===== src/rtl/bws_pkg.sv =====
package bws_pkg;
   typedef enum logic [1:0] {
      BWS_IDLE   = 2'd0,
      BWS_FIRST  = 2'd1,
      BWS_SECOND = 2'd2
   } bws_state_e;
endpackage


===== src/rtl/bws_seq.sv =====
module bws_seq
   import bws_pkg::*;
(
   input  logic clk,
   input  logic rst,
   input  logic req_valid,
   input  logic req_write,
   input  logic cfg_narrow,
   input  logic cfg_big_endian,
   output logic ready,
   output logic accept,
   output logic active,
   output logic last,
   output logic hi_half,
   output logic narrow_q,
   output logic we_q
);
   bws_state_e state_q;
   logic       big_q;

   assign ready   = (state_q == BWS_IDLE);
   assign accept  = ready && req_valid;
   assign active  = (state_q != BWS_IDLE);
   assign last    = (state_q == BWS_SECOND) || ((state_q == BWS_FIRST) && !narrow_q);
   assign hi_half = (state_q == BWS_FIRST) ? big_q : !big_q;

   always_ff @(posedge clk) begin
      if (rst) begin
         state_q  <= BWS_IDLE;
         narrow_q <= 1'b0;
         big_q    <= 1'b0;
         we_q     <= 1'b0;
      end else begin
         unique case (state_q)
            BWS_IDLE: if (accept) begin
               state_q  <= BWS_FIRST;
               narrow_q <= cfg_narrow;
               big_q    <= cfg_big_endian;
               we_q     <= req_write;
            end
            BWS_FIRST:  state_q <= narrow_q ? BWS_SECOND : BWS_IDLE;
            BWS_SECOND: state_q <= BWS_IDLE;
            default:    state_q <= BWS_IDLE;
         endcase
      end
   end
endmodule


===== src/rtl/bws_lane_steer.sv =====
module bws_lane_steer #(
   parameter int DATA_W     = 64,
   parameter int UPPER_FILL = 0,
   localparam int HALF_W    = DATA_W / 2,
   localparam int BE_W      = DATA_W / 8,
   localparam int HBE_W     = BE_W / 2
) (
   input  logic              active,
   input  logic              narrow,
   input  logic              hi_half,
   input  logic              we,
   input  logic [DATA_W-1:0] wdata,
   input  logic [BE_W-1:0]   be,
   output logic [DATA_W-1:0] dq_out,
   output logic [BE_W-1:0]   dm,
   output logic              oe_lo,
   output logic              oe_hi
);
   logic [HALF_W-1:0] half_data;
   logic [HBE_W-1:0]  half_be;
   logic [HALF_W-1:0] fill;

   assign half_data = hi_half ? wdata[DATA_W-1:HALF_W] : wdata[HALF_W-1:0];
   assign half_be   = hi_half ? be[BE_W-1:HBE_W] : be[HBE_W-1:0];

   generate
      if (UPPER_FILL == 0) begin : g_fill_zero
         assign fill = '0;
      end else begin : g_fill_mirror
         assign fill = half_data;
      end
   endgenerate

   assign oe_lo  = active && we;
   assign oe_hi  = active && we;
   assign dq_out = narrow ? {fill, half_data} : wdata;

   for (genvar b = 0; b < BE_W; b++) begin : g_mask
      if (b < HBE_W) begin : g_low
         assign dm[b] = !active || (narrow ? !half_be[b] : !be[b]);
      end else begin : g_high
         assign dm[b] = !active || narrow || !be[b];
      end
   end
endmodule


===== src/rtl/bws_rd_assemble.sv =====
module bws_rd_assemble #(
   parameter int DATA_W  = 64,
   localparam int HALF_W = DATA_W / 2
) (
   input  logic              clk,
   input  logic              rst,
   input  logic              active,
   input  logic              last,
   input  logic              narrow,
   input  logic              hi_half,
   input  logic              we,
   input  logic [DATA_W-1:0] dq_in,
   output logic              rsp_valid,
   output logic [DATA_W-1:0] rsp_rdata
);
   always_ff @(posedge clk) begin
      if (rst) begin
         rsp_valid <= 1'b0;
         rsp_rdata <= '0;
      end else begin
         rsp_valid <= active && last;
         if (active && !we) begin
            if (!narrow)
               rsp_rdata <= dq_in;
            else if (hi_half)
               rsp_rdata[DATA_W-1:HALF_W] <= dq_in[HALF_W-1:0];
            else
               rsp_rdata[HALF_W-1:0] <= dq_in[HALF_W-1:0];
         end
      end
   end
endmodule


===== src/rtl/bus_width_splitter.sv =====
module bus_width_splitter #(
   parameter int DATA_W     = 64,
   parameter int UPPER_FILL = 0,
   localparam int BE_W      = DATA_W / 8
) (
   input  logic              clk,
   input  logic              rst,
   input  logic              cfg_narrow,
   input  logic              cfg_big_endian,
   input  logic              req_valid,
   output logic              req_ready,
   input  logic              req_write,
   input  logic [DATA_W-1:0] req_wdata,
   input  logic [BE_W-1:0]   req_be,
   output logic              rsp_valid,
   output logic [DATA_W-1:0] rsp_rdata,
   output logic              ext_beat,
   output logic              ext_we,
   output logic [DATA_W-1:0] ext_dq_out,
   output logic              ext_dq_oe_lo,
   output logic              ext_dq_oe_hi,
   output logic [BE_W-1:0]   ext_dm,
   input  logic [DATA_W-1:0] ext_dq_in
);
   generate
      if (DATA_W < 16 || (DATA_W % 16) != 0) begin : g_bad_width
         $error("DATA_W must be a multiple of 16");
      end
      if (UPPER_FILL < 0 || UPPER_FILL > 1) begin : g_bad_fill
         $error("UPPER_FILL must be 0 or 1");
      end
   endgenerate

   logic              accept, active, last, hi_half, narrow_q, we_q;
   logic [DATA_W-1:0] wdata_q;
   logic [BE_W-1:0]   be_q;

   bws_seq i_seq (
      .clk            (clk),
      .rst            (rst),
      .req_valid      (req_valid),
      .req_write      (req_write),
      .cfg_narrow     (cfg_narrow),
      .cfg_big_endian (cfg_big_endian),
      .ready          (req_ready),
      .accept         (accept),
      .active         (active),
      .last           (last),
      .hi_half        (hi_half),
      .narrow_q       (narrow_q),
      .we_q           (we_q)
   );

   always_ff @(posedge clk) begin
      if (rst) begin
         wdata_q <= '0;
         be_q    <= '0;
      end else if (accept) begin
         wdata_q <= req_wdata;
         be_q    <= req_be;
      end
   end

   bws_lane_steer #(.DATA_W(DATA_W), .UPPER_FILL(UPPER_FILL)) i_steer (
      .active  (active),
      .narrow  (narrow_q),
      .hi_half (hi_half),
      .we      (we_q),
      .wdata   (wdata_q),
      .be      (be_q),
      .dq_out  (ext_dq_out),
      .dm      (ext_dm),
      .oe_lo   (ext_dq_oe_lo),
      .oe_hi   (ext_dq_oe_hi)
   );

   bws_rd_assemble #(.DATA_W(DATA_W)) i_rd (
      .clk       (clk),
      .rst       (rst),
      .active    (active),
      .last      (last),
      .narrow    (narrow_q),
      .hi_half   (hi_half),
      .we        (we_q),
      .dq_in     (ext_dq_in),
      .rsp_valid (rsp_valid),
      .rsp_rdata (rsp_rdata)
   );

   assign ext_beat = active;
   assign ext_we   = active && we_q;
endmodule


===== config.mk =====
export PLATFORM = sky130hd
export DESIGN_NAME = bus_width_splitter
export DESIGN_NICKNAME = d
export VERILOG_FILES = /design/src/rtl/bws_pkg.sv /design/src/rtl/bws_seq.sv /design/src/rtl/bws_lane_steer.sv /design/src/rtl/bws_rd_assemble.sv /design/src/rtl/bus_width_splitter.sv
export SDC_FILE = /design/constraint.sdc
export NUM_CORES = 1
export LEC_CHECK = 0
export ABC_CLOCK_PERIOD_IN_PS = 1810
export BUFFER_PORTS_ARGS = -buffer_cell sky130_fd_sc_hd__buf_2
export CAP_MARGIN = 20
export CORE_MARGIN = 3
export CORE_UTILIZATION = 30
export CTS_CLUSTER_SIZE = 40
export DETAILED_ROUTE_END_ITERATION = 8
export GPL_TIMING_DRIVEN = 0
export REMOVE_ABC_BUFFERS = 1
export SKIP_LAST_GASP = 1
export SLEW_MARGIN = 10
export SYNTH_ARGS = -nofsm -noshare
export SYNTH_HDL_FRONTEND = slang
export SYNTH_SLANG_ARGS = --single-unit

===== constraint.sdc =====
create_clock -name clk -period 1.81 [get_ports clk]
set_input_delay 0.181 -clock clk [delete_from_list [all_inputs] [get_ports clk]]
set_output_delay 0.181 -clock clk [all_outputs]
set_load 0.01 [all_outputs]

=== Word level (Yosys, flattened, before mapping) ===
Index checks and enable logic that the tools add are counted.

* Register bits: 142
* Input bits: 142
* Output and inout bits: 142
* Word-level logic and storage cells: 64

* Equal/unequal tests: 5
* Mux-type cells: 14
* Reduce and logical (&&, ||, !) cells: 36

{| class="wikitable"
|+ Operator list
! operator !! number
|-
| two-way mux 64 bit || 2
|-
| two-way mux 32 bit || 3
|-
| logical NOT 1 bit || 16
|-
| logical OR 1 bit || 10
|-
| AND reduction 2 bit || 3
|-
| logical AND 1 bit || 5
|-
| two-way mux 1 bit || 5
|-
| two-way mux 2 bit || 2
|-
| two-way mux 4 bit || 1
|-
| inequality test 2 bit, second input constant || 2
|-
| one-hot mux 2 bit (2 select lines) || 1
|-
| equality test 2 x 1 -> 1 bit, second input constant || 1
|-
| equality test 2 bit, second input constant || 1
|-
| logical NOT 2 bit || 1
|-
| inequality test 2 x 1 -> 1 bit, second input constant || 1
|-
| nonzero test 2 bit || 1
|}

=== Longest topological paths before layout ===
Gate-level depths: netlist of the first run.

* Word-level depth: 6
* Gate-level depth with buffers: 7
* Gate-level depth less buffers: 5

=== Cells and area by module ===
From an unflattened synthesis of the first run, not the netlist that was laid out.

* Cell total of the unflattened synthesis: 644
* Area, all modules: 6547.5 µm²

{| class="wikitable"
|+ Modules (own cells, without submodules)
! module !! instances !! cells an instance !! area each (µm²) !! seq. area each (µm²)
|-
| bws_rd_assemble || 1 || 300 || 2899.0 || 1301.2
|-
| bus_width_splitter || 1 || 233 || 2593.7 || 1441.4
|-
| bws_lane_steer || 1 || 88 || 822.0 || 0.0
|-
| bws_seq || 1 || 23 || 232.7 || 100.1
|}

=== Worst setup path after synthesis of the first run ===
Ideal clock, no wire load.

* Path kind: flip-flop to output port
* Start point: register i_seq.state_q[1]
* End point: output ext_dq_out[10]
* Arrival time: 1.414 ns
* Required time: 1.629 ns
* Path slack: 0.215 ns
* Stages on the path, launching flop included: 6
* Path buffers: 1
* Path through: dfxtp_1 nor2b_4 xnor2_2 and2_4 buf_6 mux2_1

* Word-level cells in the longest chain between the ends: 4

{| class="wikitable"
|+ Ends and longest elaborated chain
! item !! RTL line !! text
|-
| from (decl) || bws_seq.sv:18 || <nowiki>bws_state_e state_q;</nowiki>
|-
| from (signal assigned) || bws_seq.sv:41 || <nowiki>BWS_FIRST: state_q <= narrow_q ? BWS_SECOND : BWS_IDLE;</nowiki>
|-
| equality test 2 x 1 -> 1 bit || bws_seq.sv:25 || <nowiki>assign hi_half = (state_q == BWS_FIRST) ? big_q : !big_q;</nowiki>
|-
| two-way mux 1 bit || bws_seq.sv:25 ||
|-
| two-way mux 32 bit || bws_lane_steer.sv:23 || <nowiki>assign half_data = hi_half ? wdata[DATA_W-1:HALF_W] : wdata[HALF_W-1:0];</nowiki>
|-
| two-way mux 64 bit || bws_lane_steer.sv:36 || <nowiki>assign dq_out = narrow ? {fill, half_data} : wdata;</nowiki>
|-
| to (decl) || bus_width_splitter.sv:19 || <nowiki>output logic [DATA_W-1:0] ext_dq_out,</nowiki>
|}

Every way passes these cells.

=== Worst setup path after layout of the first run ===
* Start point: register i_seq.state_q[0]
* End point: output ext_dq_out[10]

Same word-level chain as after synthesis.

==> results of run 1 <==
## registers in the layout (all words and copies together), names as in the netlist
register / count
i_rd.rsp_rdata: 64
wdata_q: 64
be_q: 8
i_seq.state_q: 2
i_rd.rsp_valid: 1
i_seq.big_q: 1
i_seq.narrow_q: 1
i_seq.we_q: 1
## metrics by stage
stage	std cells	cell area (um2)	power, uW	TNS, ns	utilization
after detailed placement	1252	8080	4670	-35.56	0.390
after CTS	1348	9690	8530	-10.68	0.468
final	1353	9820	8460	-9.06	0.475
after global placement	1244	7870	4640	-521.94	0.380
after global routing	1353	9820	8830	-13.89	0.475
after floorplan	691	6120	4070	-228.09	-
## power breakdown
part | internal [uW] | switching (uW) | total [uW] | leakage, uW
combinational | 782 | 750 | 1530 | 0.00288
clock | 2190 | 1340 | 3520 | 0.000288
sequential | 3300 | 103 | 3410 | 0.00116
total | 6270 | 2190 | 8460 | 0.00433
## cell type report
| class | instances | area [um2] |
|---|---|---|
| Clock buffer | 19 | 443 |
| Clock inverter | 11 | 144 |
| Fill cell | 2019 | 10900 |
| Inverter | 1 | 6.26 |
| Multi-Input combinational cell | 551 | 3490 |
| Sequential cell | 142 | 2850 |
| Tap cell | 270 | 338 |
| Timing Repair Buffer | 359 | 2540 |
## worst min path at each step
stage / startpoint / endpoint / slack, ns / depth (start not counted)
after floorplan: rst / be_q[0] / 0.25 / 1
after global placement: req_wdata[23] / wdata_q[23] / 0.42 / 3
after detailed placement: req_write / i_seq.we_q / 0.43 / 3
after CTS: req_wdata[48] / wdata_q[48] / 0.0003 / 3
after global routing: req_wdata[13] / wdata_q[13] / 0.01 / 3
final: req_wdata[48] / wdata_q[48] / 0.02 / 3
## cells by family after synthesis
family | share of synthesized area
flip-flops | 0.442
AO/OA/AOI/OAI | 0.118
XOR/XNOR | 0.00253
AND/OR/NAND/NOR | 0.230
multiplexers | 0.157
buffers and inverters | 0.0505
## timing repair
| action | in CTS | in global routing |
|---|---|---|
| setup buffers | 14 | 2 |
| resized for setup | 82 | 10 |
| setup endpoints to repair | 111 | 131 |
| hold buffers | 49 | 0 |
| cloned | 3 | 3 |
| pin swaps | 10 | 4 |
| hold endpoints to repair | 49 | 0 |
## layer usage
layer	up-vias	GRT usage	wire, um
li1	3153	-	-
met1	2969	0.224	9650
met2	160	0.297	11100
met3	23	0.0278	882
met4	0	0.0518	336
met5	-	0	0
## critical path: cells and delay by family (launching register included)
family | cells | cell delay (ns)
xor+xnor | 1 | 0.14
flops | 1 | 0.32
mux | 1 | 0.34
buf+inv | 2 | 0.26
simple gates | 2 | 0.46
## synth_stat cells, drive strengths merged
| library cell | number | share of area |
|---|---|---|
| and3b | 1 | 0.0014 |
| a31oi | 4 | 0.0039 |
| buf | 25 | 0.027 |
| clkbuf | 40 | 0.023 |
| xnor2 | 1 | 0.0025 |
| or3 | 32 | 0.031 |
| nor2b | 33 | 0.033 |
| inv | 1 | 0.00058 |
| dfxtp | 142 | 0.44 |
| mux2 | 32 | 0.056 |
| and2 | 3 | 0.0033 |
| a21oi | 111 | 0.086 |
| nand2b | 65 | 0.063 |
| nand2 | 161 | 0.094 |
| o21ai | 32 | 0.025 |
| nor2 | 5 | 0.0033 |
| a22oi | 2 | 0.0031 |
| mux2i | 65 | 0.10 |
| or2 | 1 | 0.00097 |
==> results_dict.tcl, run 1 <==
set metrics [dict create \
    final_hold_viol_count 0 \
    layout_commonest_cell "buf_2" \
    die_h_um 153 \
    worstMarginPinSlew_ns 0.562 \
    crit_fanout 8 \
    grt_pass1_wl_um 33300 \
    status "complete, but fails checks" \
    max_freq_mhz 472 \
    synth_area_um2 6440 \
    route.detailed.drc 0 \
    synth-seq-cells 142 \
    drv_cap 0 \
    htree_levels 4 \
    leakage_uw 0.00433 \
    drt_pre_antenna_iters 4 \
    initial_core_util 0.311 \
    yosysWarnings 0 \
    endpoint "ext_dq_out[10]" \
    core_area_um2 20700 \
    cp-startpoint "i_seq.state_q[0]" \
    clock_sinks 142 \
    clk_pin_slew_ns 0.06 \
    io_pins 284 \
    r2r_cells 7 \
    critPathKind "register to primary output" \
    grt_max_degree 91 \
    ant_nets 0 \
    cts.path.max_buffers 2 \
    synthDistinctLibCells 26 \
    report.final.slew_viol_count 0 \
    r2r_end "i_rd.rsp_rdata[33]" \
    fin_hold_ws_ns 0.0197 \
    grt-ovfl-total 0 \
    cp_slowest_cell "mux2_4" \
    max_stage_delay_ns 0.34 \
    cts.root.buffer_cell "clkbuf_16" \
    nets 1214 \
    tritoncts "done" \
    pre_cts_slack_ns -0.811 \
    numPortBuffers 283 \
    skew_ns 0.00886 \
    powerDensity_nw_per_um2 862 \
    synth-seq-area-share 0.442 \
    antennaDiodeCount 0 \
    clk_latency_ns 0.41 \
    fin_crit_sh 1.17 \
    violations "setup timing" \
    drt_iter0_markers 336 \
    worstHoldPathType "input pin to register" \
    grt_usage 0.173 \
    routedWlPerCell_um 16.2 \
    drt-vias-per-instance 4.66 \
    arrival_ns 1.94 \
    dieArea_um2 23300 \
    fp.dieW_um 153 \
    worst_slack_ns -0.310 \
    syn_inst 756 \
    start_kind "register" \
    crit_path_cell_trace "nor2b_4 > xnor2_4 > buf_12 > and2_4 > mux2_4 > buf_6" \
    cp.required_ns 1.63 \
    cts-buffers-inserted 17 \
    vias 6305 \
    setup_viol 36 \
    grt_pass1_vias 6105 \
    end_kind "primary output" \
    area_growth_pct 52.5 \
    gp_congestion 0.779 \
    layout_common_cells "buf_2 (250), nand2_1 (159), dfxtp_1 (138)" \
    maxSlewHeadroom 0.625 \
    ir_drop_mv 0.474 \
    period_needed_ns 2.12 \
    antenna_found_initial 0 \
    rrSetupSlack_ns 0.06 \
    layout-drive-gt1-share 0.364 \
    std_cell_rows 52 \
    rsz0062_at_grt "yes" \
    dp_hpwl_um 13300 \
    totalWireLength_um 22000 \
    rr_startpoint "i_seq.narrow_q" \
    avgSynthCellArea_um2 8.52 \
]
Note: power is estimated with default switching activity, not from simulation.
==> inputs of run 2 (changes only) <==
--- a/config.mk
+++ b/config.mk
@@ -8,11 +8,14 @@
 export ABC_CLOCK_PERIOD_IN_PS = 1810
 export BUFFER_PORTS_ARGS = -buffer_cell sky130_fd_sc_hd__buf_2
 export CAP_MARGIN = 20
+export CELL_PAD_IN_SITES_DETAIL_PLACEMENT = 1
+export CELL_PAD_IN_SITES_GLOBAL_PLACEMENT = 1
 export CORE_MARGIN = 3
 export CORE_UTILIZATION = 30
 export CTS_CLUSTER_SIZE = 40
 export DETAILED_ROUTE_END_ITERATION = 8
 export GPL_TIMING_DRIVEN = 0
+export PLACE_DENSITY_LB_ADDON = 0.1
 export REMOVE_ABC_BUFFERS = 1
 export SKIP_LAST_GASP = 1
 export SLEW_MARGIN = 10
==> run 2 against run 1 <==
  * The flow still finishes with violations (setup timing)
  * Core utilization rose by 0.80 points
  * Critical path depth did not move
  * Fmax fell by 0.48%
  * Sequential share of layout area fell by 0.46 points
  * Combinational power barely moved
  * Worst setup slack got worse by 0.010 ns
  * Die area did not move
  * Non-clock buffer count rose by 22
  * Largest cell class unchanged
  * Highest routed layer unchanged
==> results_dict.tcl, run 2 (synthesized netlist as in run 1, its figures left out) <==
set metrics [dict create \
    power_frac_clock 0.428 \
    status "complete, but fails checks" \
    setup_viol 40 \
    drt-vias-per-instance 4.71 \
    critPathKind "register to primary output" \
    std_cell_rows 52 \
    largestRegisters "i_rd.rsp_rdata: 64 flops, wdata_q: 64 flops, be_q: 8 flops" \
    htree_levels 4 \
    gp_congestion 0.720 \
    total_power_uw 8690 \
    antenna_found_initial 0 \
    tritoncts "done" \
    leakage_uw 0.00440 \
    layout_commonest_cell "buf_2" \
    place_area_um2 8120 \
    initial_core_util 0.311 \
    pre_cts_slack_ns -0.327 \
    clk_latency_ns 0.41 \
    critPathTopFamily "simple AND/OR/NAND/NOR gates" \
    sw_frac_of_total 0.262 \
    max_stage_delay_ns 0.33 \
    antennaDiodeCount 0 \
    skew_ns 0.00916 \
    final_hold_viol_count 0 \
    ant_nets 0 \
    clock_sinks 142 \
    area_growth_pct 55.1 \
    post-route-util 0.483 \
    grt_usage 0.190 \
    arrival_ns 1.95 \
    die_h_um 153 \
    worstHoldPathType "input pin to register" \
    intPower_uw 6410 \
    grt-ovfl-total 0 \
    violations "setup timing" \
    clk_pin_slew_ns 0.06 \
    max_freq_mhz 469 \
    ir_drop_mv 0.560 \
    seqPwrFrac 0.393 \
    worst_slack_ns -0.320 \
    numPortBuffers 283 \
    combPwrFrac 0.178 \
    multi_input_area_um2 3450 \
    fillCellCount 2492 \
    grt_max_degree 91 \
    core_area_um2 20700 \
    drt_iter0_markers 172 \
    design_area_um2 9980 \
    seq_area_um2 2860 \
    cp_slowest_cell "mux2_1" \
    layout_common_cells "buf_2 (259), nand2_1 (159), dfxtp_1 (138)" \
    rsz0062_at_grt "yes" \
    cts-buffers-inserted 17 \
    cp.required_ns 1.63 \
    crit_path_cell_trace "nor2b_4 > xnor2_4 > buf_12 > and2_4 > mux2_1 > buf_2" \
    report.final.slew_viol_count 0 \
    vias 6480 \
    powerDensity_nw_per_um2 871 \
    io_pins 284 \
    grt_pass1_vias 6805 \
    dp_hpwl_um 14300 \
    routedWlPerCell_um 17.3 \
    fin_crit_sh 1.18 \
    totalWireLength_um 23800 \
    crit_buf_inv 2 \
    worstMarginPinSlew_ns 0.675 \
    layout-drive-gt1-share 0.354 \
    dieArea_um2 23300 \
    drv_cap 0 \
    cts.path.max_buffers 2 \
    period_needed_ns 2.13 \
    end_kind "primary output" \
    nets 1236 \
    netSwitchingPower_uw 2280 \
    drt_pre_antenna_iters 4 \
    fp.dieW_um 153 \
    crit_fanout 6 \
    grt_pass1_wl_um 36100 \
    route.detailed.drc 0 \
    maxSlewHeadroom 0.550 \
    start_kind "register" \
    tns_ns -9.97 \
    cts.root.buffer_cell "clkbuf_16" \
]
[run 2: cell types whose count changed in the layout (fill, tap and decap cells not counted), sizes merged]
| cell | before | now |
|---|---|---|
| dlygate4sd3 | 49 | 68 |
| buf | 307 | 311 |
| clkinv | 7 | 4 |
| clkinvlp | 1 | 3 |
| inv | 1 | 3 |
| bufinv | 3 | 4 |
| clkbuf | 22 | 21 |
[run 2: what timing repair did]
action / in CTS / in global routing
gates resized for setup: 59 / 9
buffers inserted: 11 / 4
gates cloned: 3 / 5
pin swaps: 4 / 2
hold buffers: 68 / 0
hold endpoints to repair: 68 / 0
setup endpoints to repair: 181 / 128
[run 2: cell type report]
type | instances | share of cell area
Timing Repair Buffer | 381 | 0.272
Sequential cell | 142 | 0.286
Clock buffer | 19 | 0.0434
Tap cell | 270 | 0.0338
Inverter | 1 | 0.000627
Clock inverter | 13 | 0.0189
Multi-Input combinational cell | 551 | 0.345
[run 2: path summary, 6_finish.rpt]
kind	from	endpoint	slack [ns]	depth (start not counted)
min	req_be[4]	be_q[4]	0.02	3
max reg2reg	i_seq.state_q[1]	wdata_q[30]	0.04	7
max	i_seq.state_q[0]	ext_dq_out[8]	-0.32	6
min reg2reg	wdata_q[2]	wdata_q[2]	0.46	2
[run 2: power by group through the flow]
stage               sequential (uW)  combinational, uW  clock (uW)
floorplan                      3520                548           0
global placement               3520               1130           0
detailed placement             3490               1220           0
CTS                            3420               1500        3830
global route                   3440               1690        3970
finish                         3420               1550        3720
[run 2: worst reg2reg max path, cell delays in order, from the launching register on]
cell and delay, ns:
dfxtp_4 0.35, buf_4 0.15, or2_4 0.32, inv_4 0.13, and2_4 0.28, buf_6 0.25, nand2_1 0.09, a21oi_1 0.13
[run 2: layer usage]
metal / vias up / global-route usage / wire length (um)
li1: 3198 / - / -
met5: - / 0 / 0
met3: 35 / 0.0460 / 1240
met1: 3054 / 0.224 / 10200
met4: 0 / 0.0619 / 492
met2: 193 / 0.340 / 11900
[run 2: metrics by stage]
stage	hold WS, ns	instances
floorplan	0.250	691
global placement	0.424	1244
detailed placement	0.429	1254
CTS	0.000525	1368
global route	0.0168	1377
finish	0.0240	1377
